==> src/rtl/pmu_pkg.sv <==
package pmu_pkg;

  typedef enum logic [1:0] {
    CM_STOP  = 2'd0,
    CM_LEVEL = 2'd1,
    CM_EDGE  = 2'd2,
    CM_TRIG  = 2'd3
  } cnt_mode_e;

  typedef enum logic [1:0] {
    RSP_OFF   = 2'd0,
    RSP_RSVD  = 2'd1,
    RSP_EVENT = 2'd2,
    RSP_OVF   = 2'd3
  } rsp_sel_e;

  typedef struct packed {
    rsp_sel_e  irq_sel;
    rsp_sel_e  pin_sel;
    cnt_mode_e cmode;
    logic [1:0] spare;
  } ctl_byte_t;

  localparam logic [1:0] RGN_CNT = 2'd0;
  localparam logic [1:0] RGN_CTL = 2'd1;
  localparam logic [1:0] RGN_STS = 2'd2;

endpackage

==> src/rtl/pmu_qualifier.sv <==
module pmu_qualifier
  import pmu_pkg::*;
(
  input  logic      clk,
  input  logic      rst_n,
  input  logic      evt,
  input  cnt_mode_e cmode,
  input  logic      restart,
  output logic      rise,
  output logic      inc
);

  logic evt_q;
  logic run_q;
  logic run_d;

  assign rise = evt & ~evt_q;

  always_comb begin
    case (cmode)
      CM_LEVEL: inc = evt;
      CM_EDGE:  inc = rise;
      CM_TRIG:  inc = run_q | rise;
      default:  inc = 1'b0;
    endcase
  end

  always_comb begin
    run_d = run_q;
    if (restart) begin
      run_d = 1'b0;
    end else if ((cmode == CM_TRIG) && rise) begin
      run_d = 1'b1;
    end
  end

  always_ff @(posedge clk or negedge rst_n) begin
    if (!rst_n) begin
      evt_q <= 1'b0;
      run_q <= 1'b0;
    end else begin
      evt_q <= evt;
      run_q <= run_d;
    end
  end

endmodule

==> src/rtl/pmu_slice.sv <==
module pmu_slice
  import pmu_pkg::*;
#(
  parameter int CNT_W = 32
) (
  input  logic             clk,
  input  logic             rst_n,
  input  logic             evt,
  input  logic             cnt_we,
  input  logic             ctl_we,
  input  logic [CNT_W-1:0] wdata,
  output logic [CNT_W-1:0] cnt,
  output logic [7:0]       ctl,
  output logic             irq_src,
  output logic             mon_n,
  output logic             mon_oe
);

  ctl_byte_t        ctl_q;
  ctl_byte_t        ctl_d;
  logic [CNT_W-1:0] cnt_q;
  logic [CNT_W-1:0] cnt_d;
  logic             cnt_en;
  logic             mon_n_q;
  logic             rise;
  logic             inc;
  logic             ovf;
  logic             pin_fire;

  pmu_qualifier u_qual (
    .clk     (clk),
    .rst_n   (rst_n),
    .evt     (evt),
    .cmode   (ctl_q.cmode),
    .restart (cnt_we | ctl_we),
    .rise    (rise),
    .inc     (inc)
  );

  // wrap edge: increment from all ones, not overridden by software
  assign ovf = inc & (&cnt_q) & ~cnt_we;

  always_comb begin
    cnt_en = cnt_we | inc;
    if (cnt_we) begin
      cnt_d = wdata;
    end else begin
      cnt_d = cnt_q + CNT_W'(1);
    end
  end

  assign ctl_d = ctl_we ? ctl_byte_t'(wdata[7:0]) : ctl_q;

  always_comb begin
    case (ctl_q.pin_sel)
      RSP_EVENT: pin_fire = rise;
      RSP_OVF:   pin_fire = ovf;
      default:   pin_fire = 1'b0;
    endcase
  end

  always_comb begin
    case (ctl_q.irq_sel)
      RSP_EVENT: irq_src = rise;
      RSP_OVF:   irq_src = ovf;
      default:   irq_src = 1'b0;
    endcase
  end

  always_ff @(posedge clk or negedge rst_n) begin
    if (!rst_n) begin
      cnt_q <= '0;
    end else if (cnt_en) begin
      cnt_q <= cnt_d;
    end
  end

  always_ff @(posedge clk or negedge rst_n) begin
    if (!rst_n) begin
      ctl_q   <= ctl_byte_t'(8'h00);
      mon_n_q <= 1'b1;
    end else begin
      ctl_q   <= ctl_d;
      mon_n_q <= ~pin_fire;
    end
  end

  assign cnt    = cnt_q;
  assign ctl    = ctl_q;
  assign mon_n  = mon_n_q;
  assign mon_oe = (ctl_q.pin_sel == RSP_EVENT) || (ctl_q.pin_sel == RSP_OVF);

endmodule

==> src/rtl/pmu_status.sv <==
module pmu_status #(
  parameter int NUM_CTR = 2
) (
  input  logic               clk,
  input  logic               rst_n,
  input  logic [NUM_CTR-1:0] set_vec,
  input  logic               clr_we,
  input  logic [NUM_CTR-1:0] clr_mask,
  output logic [NUM_CTR-1:0] flags,
  output logic               irq_n
);

  logic [NUM_CTR-1:0] flags_q;
  logic [NUM_CTR-1:0] flags_d;
  logic [NUM_CTR-1:0] keep;

  always_comb begin
    keep    = clr_we ? ~clr_mask : '1;
    flags_d = set_vec | (flags_q & keep);
  end

  always_ff @(posedge clk or negedge rst_n) begin
    if (!rst_n) begin
      flags_q <= '0;
    end else begin
      flags_q <= flags_d;
    end
  end

  assign flags = flags_q;
  assign irq_n = ~(|flags_q);

endmodule

==> src/rtl/pmu_top.sv <==
module pmu_top
  import pmu_pkg::*;
#(
  parameter  int NUM_CTR = 2,
  parameter  int CNT_W   = 32,
  localparam int IDX_W   = (NUM_CTR > 1) ? $clog2(NUM_CTR) : 1,
  localparam int ADDR_W  = IDX_W + 2
) (
  input  logic               clk,
  input  logic               rst_n,
  input  logic [NUM_CTR-1:0] evt,
  input  logic               wr_en,
  input  logic [ADDR_W-1:0]  addr,
  input  logic [CNT_W-1:0]   wdata,
  output logic [CNT_W-1:0]   rdata,
  output logic [NUM_CTR-1:0] mon_n,
  output logic [NUM_CTR-1:0] mon_oe,
  output logic               irq_n
);

  logic [1:0]                    rgn;
  logic [IDX_W-1:0]              idx;
  logic [NUM_CTR-1:0]            cnt_we;
  logic [NUM_CTR-1:0]            ctl_we;
  logic                          sts_we;
  logic [NUM_CTR-1:0][CNT_W-1:0] cnt_arr;
  logic [NUM_CTR-1:0][7:0]       ctl_arr;
  logic [NUM_CTR-1:0]            irq_src;
  logic [NUM_CTR-1:0]            flags;

  assign rgn    = addr[ADDR_W-1 -: 2];
  assign idx    = addr[IDX_W-1:0];
  assign sts_we = wr_en && (rgn == RGN_STS);

  for (genvar g = 0; g < NUM_CTR; g++) begin : g_ctr
    assign cnt_we[g] = wr_en && (rgn == RGN_CNT) && (idx == IDX_W'(g));
    assign ctl_we[g] = wr_en && (rgn == RGN_CTL) && (idx == IDX_W'(g));

    pmu_slice #(
      .CNT_W (CNT_W)
    ) u_slice (
      .clk     (clk),
      .rst_n   (rst_n),
      .evt     (evt[g]),
      .cnt_we  (cnt_we[g]),
      .ctl_we  (ctl_we[g]),
      .wdata   (wdata),
      .cnt     (cnt_arr[g]),
      .ctl     (ctl_arr[g]),
      .irq_src (irq_src[g]),
      .mon_n   (mon_n[g]),
      .mon_oe  (mon_oe[g])
    );
  end

  pmu_status #(
    .NUM_CTR (NUM_CTR)
  ) u_status (
    .clk      (clk),
    .rst_n    (rst_n),
    .set_vec  (irq_src),
    .clr_we   (sts_we),
    .clr_mask (wdata[NUM_CTR-1:0]),
    .flags    (flags),
    .irq_n    (irq_n)
  );

  always_comb begin
    rdata = '0;
    case (rgn)
      RGN_CNT: begin
        for (int k = 0; k < NUM_CTR; k++) begin
          if (idx == IDX_W'(k)) rdata = cnt_arr[k];
        end
      end
      RGN_CTL: begin
        for (int k = 0; k < NUM_CTR; k++) begin
          if (idx == IDX_W'(k)) rdata = CNT_W'(ctl_arr[k]);
        end
      end
      RGN_STS: rdata = CNT_W'(flags);
      default: rdata = '0;
    endcase
  end

endmodule

==> config.mk <==
export PLATFORM = sky130hd
export DESIGN_NAME = pmu_top
export DESIGN_NICKNAME = d
export VERILOG_FILES = /design/src/rtl/pmu_pkg.sv /design/src/rtl/pmu_qualifier.sv /design/src/rtl/pmu_slice.sv /design/src/rtl/pmu_status.sv /design/src/rtl/pmu_top.sv
export SDC_FILE = /design/constraint.sdc
export NUM_CORES = 1
export LEC_CHECK = 0
export CAP_MARGIN = 30
export CORE_ASPECT_RATIO = 1.4
export CORE_MARGIN = 10
export CORE_UTILIZATION = 35
export DETAILED_ROUTE_END_ITERATION = 12
export PLACE_DENSITY_LB_ADDON = 0.25
export REMOVE_ABC_BUFFERS = 1
export SYNTH_ARGS = -nofsm -noshare
export SYNTH_HDL_FRONTEND = slang
export SYNTH_SLANG_ARGS = --single-unit
==> constraint.sdc <==
create_clock -name clk -period 5.1 [get_ports clk]
set_input_delay 0.51 -clock clk [delete_from_list [all_inputs] [get_ports clk]]
set_output_delay 0.51 -clock clk [all_outputs]
set_load 0.05 [all_outputs]
# After elaboration in Yosys (flattened, before gate mapping)
# Index checks and enable logic that the tools add are counted.
[totals]
ff_bits = 88
in_bits = 40
out_inout_bits = 37
elab_cells = 91
[classes]
add_sub_neg = 2
n_eq_ne = 16
n_mux = 16
n_bitwise = 23
n_reduce_logical = 17
[ops]
columns = ["op", "n"]
rows = [
  ["$mux W32", 3],
  ["$pmux W32 S3", 1],
  ["$add A32 B1 Y32 const B", 2],
  ["$reduce_and A32 Y1", 2],
  ["$eq A2 B2 Y1 const B", 13],
  ["$logic_and A1 B1 Y1", 9],
  ["$mux W8", 1],
  ["$not A1 Y1", 8],
  ["$pmux W1 S2", 4],
  ["$and A1 B1 Y1", 6],
  ["$eq A2 B1 Y1 const B", 3],
  ["$or A1 B1 Y1", 6],
  ["$pmux W1 S3", 2],
  ["$mux W1", 4],
  ["$reduce_bool A2 Y1", 2],
  ["$and A2 B2 Y2", 1],
  ["$logic_not A2 Y1", 1],
  ["$logic_or A1 B1 Y1", 2],
  ["$mux W2", 1],
  ["$not A2 Y2", 1],
  ["$or A2 B2 Y2", 1],
  ["$reduce_or A2 Y1", 1],
]

# Depth between registers and ports, before layout
[depth]
word_depth = 8
mapped_depth = 7
depth_no_buf = 6

# Hierarchy
# Synthesis repeated with hierarchy kept, for this count alone.
[unflattened]
hier_cells = 598
hier_area_um2 = 5540.3
[by_module_without_submodules]
columns = ["mod", "instances", "cells_each", "area_per_inst_um2", "seq_area_each_um2"]
rows = [
  ["pmu_slice (g_ctr[1].u_slice)", 1, 258, 2319.7, 1027.2],
  ["pmu_slice (g_ctr[0].u_slice)", 1, 230, 2213.4, 1027.2],
  ["pmu_top", 1, 87, 745.7, 0.0],
  ["pmu_qualifier", 2, 8, 92.6, 50.0],
  ["pmu_status", 1, 7, 76.3, 50.0],
]

# Worst setup path after synthesis
# OpenSTA, ideal clock, no wires.
[synth_timing]
path_type = "input-to-output"
start = "input addr[0]"
end = "output rdata[10]"
arrival_time_ps = 2294
t_required_ps = 4590
path_slack_ps = 2296
stages = 5
n_path_buf = 3
path_cell_list = "buf_1 > buf_2 > buf_2 > mux2i_1 > nor2_1"
[synth_between]
elab_chain_cells = 2
[synth_lines]
columns = ["element", "line", "rtl"]
rows = [
  ["start: declaration", "pmu_top.sv:13", "input logic [ADDR_W-1:0] addr,"],
  ["$mux W32", "pmu_top.sv:73", "if (idx == IDX_W'(k)) rdata = cnt_arr[k];"],
  ["$pmux W32 S3", "pmu_top.sv:70", "case (rgn)"],
  ["end: declaration", "pmu_top.sv:15", "output logic [CNT_W-1:0] rdata,"],
]
# Every way passes these cells.

# Worst setup path after layout
[layout_timing]
start = "input addr[1]"
end = "output rdata[18]"
[layout_between]
elab_chain_cells = 2
elab_cells_between_ends = 4
cone_classes = "eq/ne (2); mux (1); reduce/logical (1)"
[layout_lines]
columns = ["element", "line"]
rows = [
  ["$eq A2 B2 Y1, or another cell as far along", "pmu_top.sv:70"],
  ["$pmux W32 S3 *", "pmu_top.sv:70"],
]
# Mark *: on every way between the ends. The rest lies on a longest branch, timed or not.

==> results.cfg <==
[critical_path]
crit_chain = clkdlybuf4s50_1 > or2_2 > nor2_1 > clkdlybuf4s50_1
critPathRequiredTime_ns = 4.59
r2r_slack_ns = 2.47
path_class = input port to output port
crit_fanout = 24
crit_top_cell = clkdlybuf4s50_1
worst_path_dominant_cell_family = buffers and inverters
endpoint_kind = output port
reg2reg_from = g_ctr[1].u_slice.cnt[2]$_DFFE_PN0P_
reg2reg_depth = 5
crit_buf_inv = 2
cp_data_arrival_time_ns = 2.91
critPathLaunchType = input port
crit_path_max_incr_delay_ns = 0.82
cpMaxStageDelayCell = clkdlybuf4s50_1
worst_r2r_endpoint = g_ctr[1].u_slice.cnt[25]$_DFFE_PN0P_

[timing]
relSlewSlack_pct = 33.0
fin_skew_ns = 0.00595
period_needed_ns = 3.42
hold_violations = 0
maxSlewViolCount = 0
rsz0062_at_grt = false
tightest_slew_ns = 0.980
fin_tns_setup_ns = 0
fin_crit_sh_pct = 67.0
fmax_mhz = 292
setup_viol = 0

[clock_tree]
postCtsSetupBuffers = 0
clk_pin_slew_worst_paths_ns = 0.06
h-tree-depth = 3
clock-sinks = 88
cts_buffers = 9
clk_path_buf_depth = 2
cts_hold_buf = 0
root_buffer = clkbuf_16
cts_tree = yes
worst_skew_pair.late_latency_ns = 0.35
cts.repair.resized = 0

[hold_path]
hold_class = input port to async pin

[cells_and_area]
instances_no_fill = 857
diodes = 0
nets = 702
areaGrowthSynthToFinish_pct = 22.4
layout-drive-gt1-share_pct = 8.27

[grt]
track_usage_pct = 15.8
grt_pass1_vias = 4994
antenna_found_initial = 0
overflow = 0
grt_start_max_net_pins = 52
grt_first_pass_wirelength_mm = 26.7

[logic_synthesis]
synth_edf_count = 0
syn_avg_cell_area_sq_um = 9.02
synthArstFlopShare_pct = 100
ys_types = 56
mappedNetlistArea_sq_um = 5440
synth_cells = 603
ys_seq_area_share_pct = 40.5
ys_ff_latch = 88
yosysWarnings = 0
synth_ff_type = dfrtp_1

[placement]
dpl.cell_count = 841
io_buffers = 76
dpl.hpwl_mm = 12.1
gp_congestion = 0.829

[floorplan]
die_x_um = 125
dieHeight_um = 168
row_count = 53
core_area_sq_um = 15100
boundaryPins = 77
initial_utilization_pct = 36.0
die_area_sq_um = 21000

[routing]
num_vias = 4815
drt_iter0_drc = 485
antenna_left = 0
avgViaCountPerCell = 5.62
drt-wirelength-per-cell_um = 19.4
drt_pass1_iterations = 7
drc = 0
drt_wl_total_mm = 16.6

[flow_run]
max_cap_viol_count = 0

[power_and_ir_drop]
p_sw_share_pct = 36.3
internal_power_mw = 1.65
p_seq_share_pct = 42.5
peakVddDrop_mv = 0.198
combPwrFrac_pct = 29.9
pwr-share-clk_pct = 27.6
p_leak_nw = 2.48
p_switching_mw = 0.940
p_per_area_nw_per_um2 = 389

[run_status]
outcome = finished clean
-- metrics by stage --
step | area, sq um | hold WS [ns] | setup slack, ns | power [mW] | utilization, %
after floorplan | 5270 | 0.214 | 2.53 | 1.57 | -
after global placement | 6330 | 0.434 | 1.72 | 1.86 | 41.8
after detailed placement | 6350 | 0.438 | 1.66 | 1.89 | 42.0
after CTS | 6660 | 0.157 | 1.66 | 2.61 | 44.1
after global routing | 6660 | 0.165 | 1.59 | 2.74 | 44.1
final | 6660 | 0.139 | 1.68 | 2.59 | 44.1
-- power by group through the flow --
stage	combinational, mW	sequential, mW	clock, mW
floorplan	0.518	1.05	0
global placement	0.763	1.10	0
global route	0.857	1.13	0.756
CTS	0.784	1.10	0.731
detailed placement	0.777	1.11	0
finish	0.775	1.10	0.715
-- flip-flops by register name, summed over array words and instances, names as in the netlist --
register                    count
g_ctr.u_slice.cnt              64
g_ctr.u_slice.ctl              16
g_ctr.u_slice.mon_n             2
g_ctr.u_slice.u_qual.evt_q      2
g_ctr.u_slice.u_qual.run_q      2
u_status.flags                  2
-- worst register-to-register path: cells and delay by family, from the launching register on --
kind,cells,cell delay (ns)
DFF,1,0.50
and+or+nand+nor,2,0.87
AOI/OAI and AO/OA,2,0.95
xor gates and xnor gates,1,0.19
-- synthesized netlist by cell type, drive strengths merged, types with 3 or more instances --
cell | n | area [sq um]
nand4 | 12 | 96.3
nand2 | 84 | 315
a21oi | 8 | 40.0
o31ai | 4 | 30.0
mux4 | 6 | 135
nand3 | 20 | 100
xor2 | 15 | 131
inv | 7 | 26.3
and2 | 6 | 37.5
buf | 13 | 73.8
or4 | 5 | 41.3
and4 | 10 | 87.6
nor2 | 55 | 206
xnor2 | 38 | 333
mux2 | 15 | 169
o2111ai | 3 | 26.3
nor2b | 7 | 43.8
dfrtp | 86 | 2150
clkbuf | 25 | 95.1
mux2i | 29 | 290
a31oi | 13 | 81.3
nor4 | 19 | 119
nor3 | 10 | 50.1
o21ai | 58 | 290
and3 | 11 | 68.8
nand2b | 3 | 18.8
or3 | 9 | 61.3
nor3b | 3 | 22.5
-- cell families after synthesis --
family | after synthesis | synth area share [%]
and+or+nand+nor | 260 | 24.3
AOI/OAI and AO/OA | 105 | 11.7
DFF | 88 | 40.5
xor gates and xnor gates | 53 | 8.53
muxes | 50 | 10.9
buffers and inverters | 45 | 3.59
adders and majority gates | 2 | 0.460
-- worst max path at each step --
stage / startpoint / endpoint / slack, ns / cells after the start
after floorplan: addr[2] / g_ctr[0].u_slice.cnt[10]$_DFFE_PN0P_ / 2.53 / 4
after global placement: addr[1] / rdata[8] / 1.72 / 4
after detailed placement: addr[1] / rdata[20] / 1.66 / 4
after CTS: addr[1] / rdata[20] / 1.66 / 4
after global routing: addr[1] / rdata[21] / 1.59 / 4
final: addr[1] / rdata[18] / 1.68 / 4
-- cell usage in the layout, fill, tap and decap left out, types with 9 or more instances in the layout --
master	count
o21ai_0	58
nor2_1	54
and3_1	11
nand2_1	84
nand3_1	20
clkdlybuf4s50_1	74
xnor2_1	38
a31oi_1	13
nand4_1	10
clkbuf_16	9
and4_1	10
nor3_1	10
dfrtp_1	86
xor2_1	15
mux2i_1	29
mux2_2	15
nor4_1	19
-- area by class of cell --
class                      count  area (sq um)
clock buffer                  13           250
clock inverter                 3          65.1
fill                        1483          8460
inverter                       7          26.3
multi-input combinational    470          3050
sequential                    88          2200
tap                          192           240
timing repair buffer          84           826
-- routing by layer --
layer | wire length [um] | up-vias | global-route usage [%] | part of all wire (%)
li1 | - | 2289 | - | -
met5 | 0 | - | 0 | 0
met4 | 492 | 0 | 6.98 | 3.0
met1 | 6770 | 2346 | 18.0 | 41
met3 | 958 | 28 | 3.76 | 5.8
met2 | 8370 | 152 | 27.4 | 50
No activity file was read; power rests on OpenSTA's default activity.
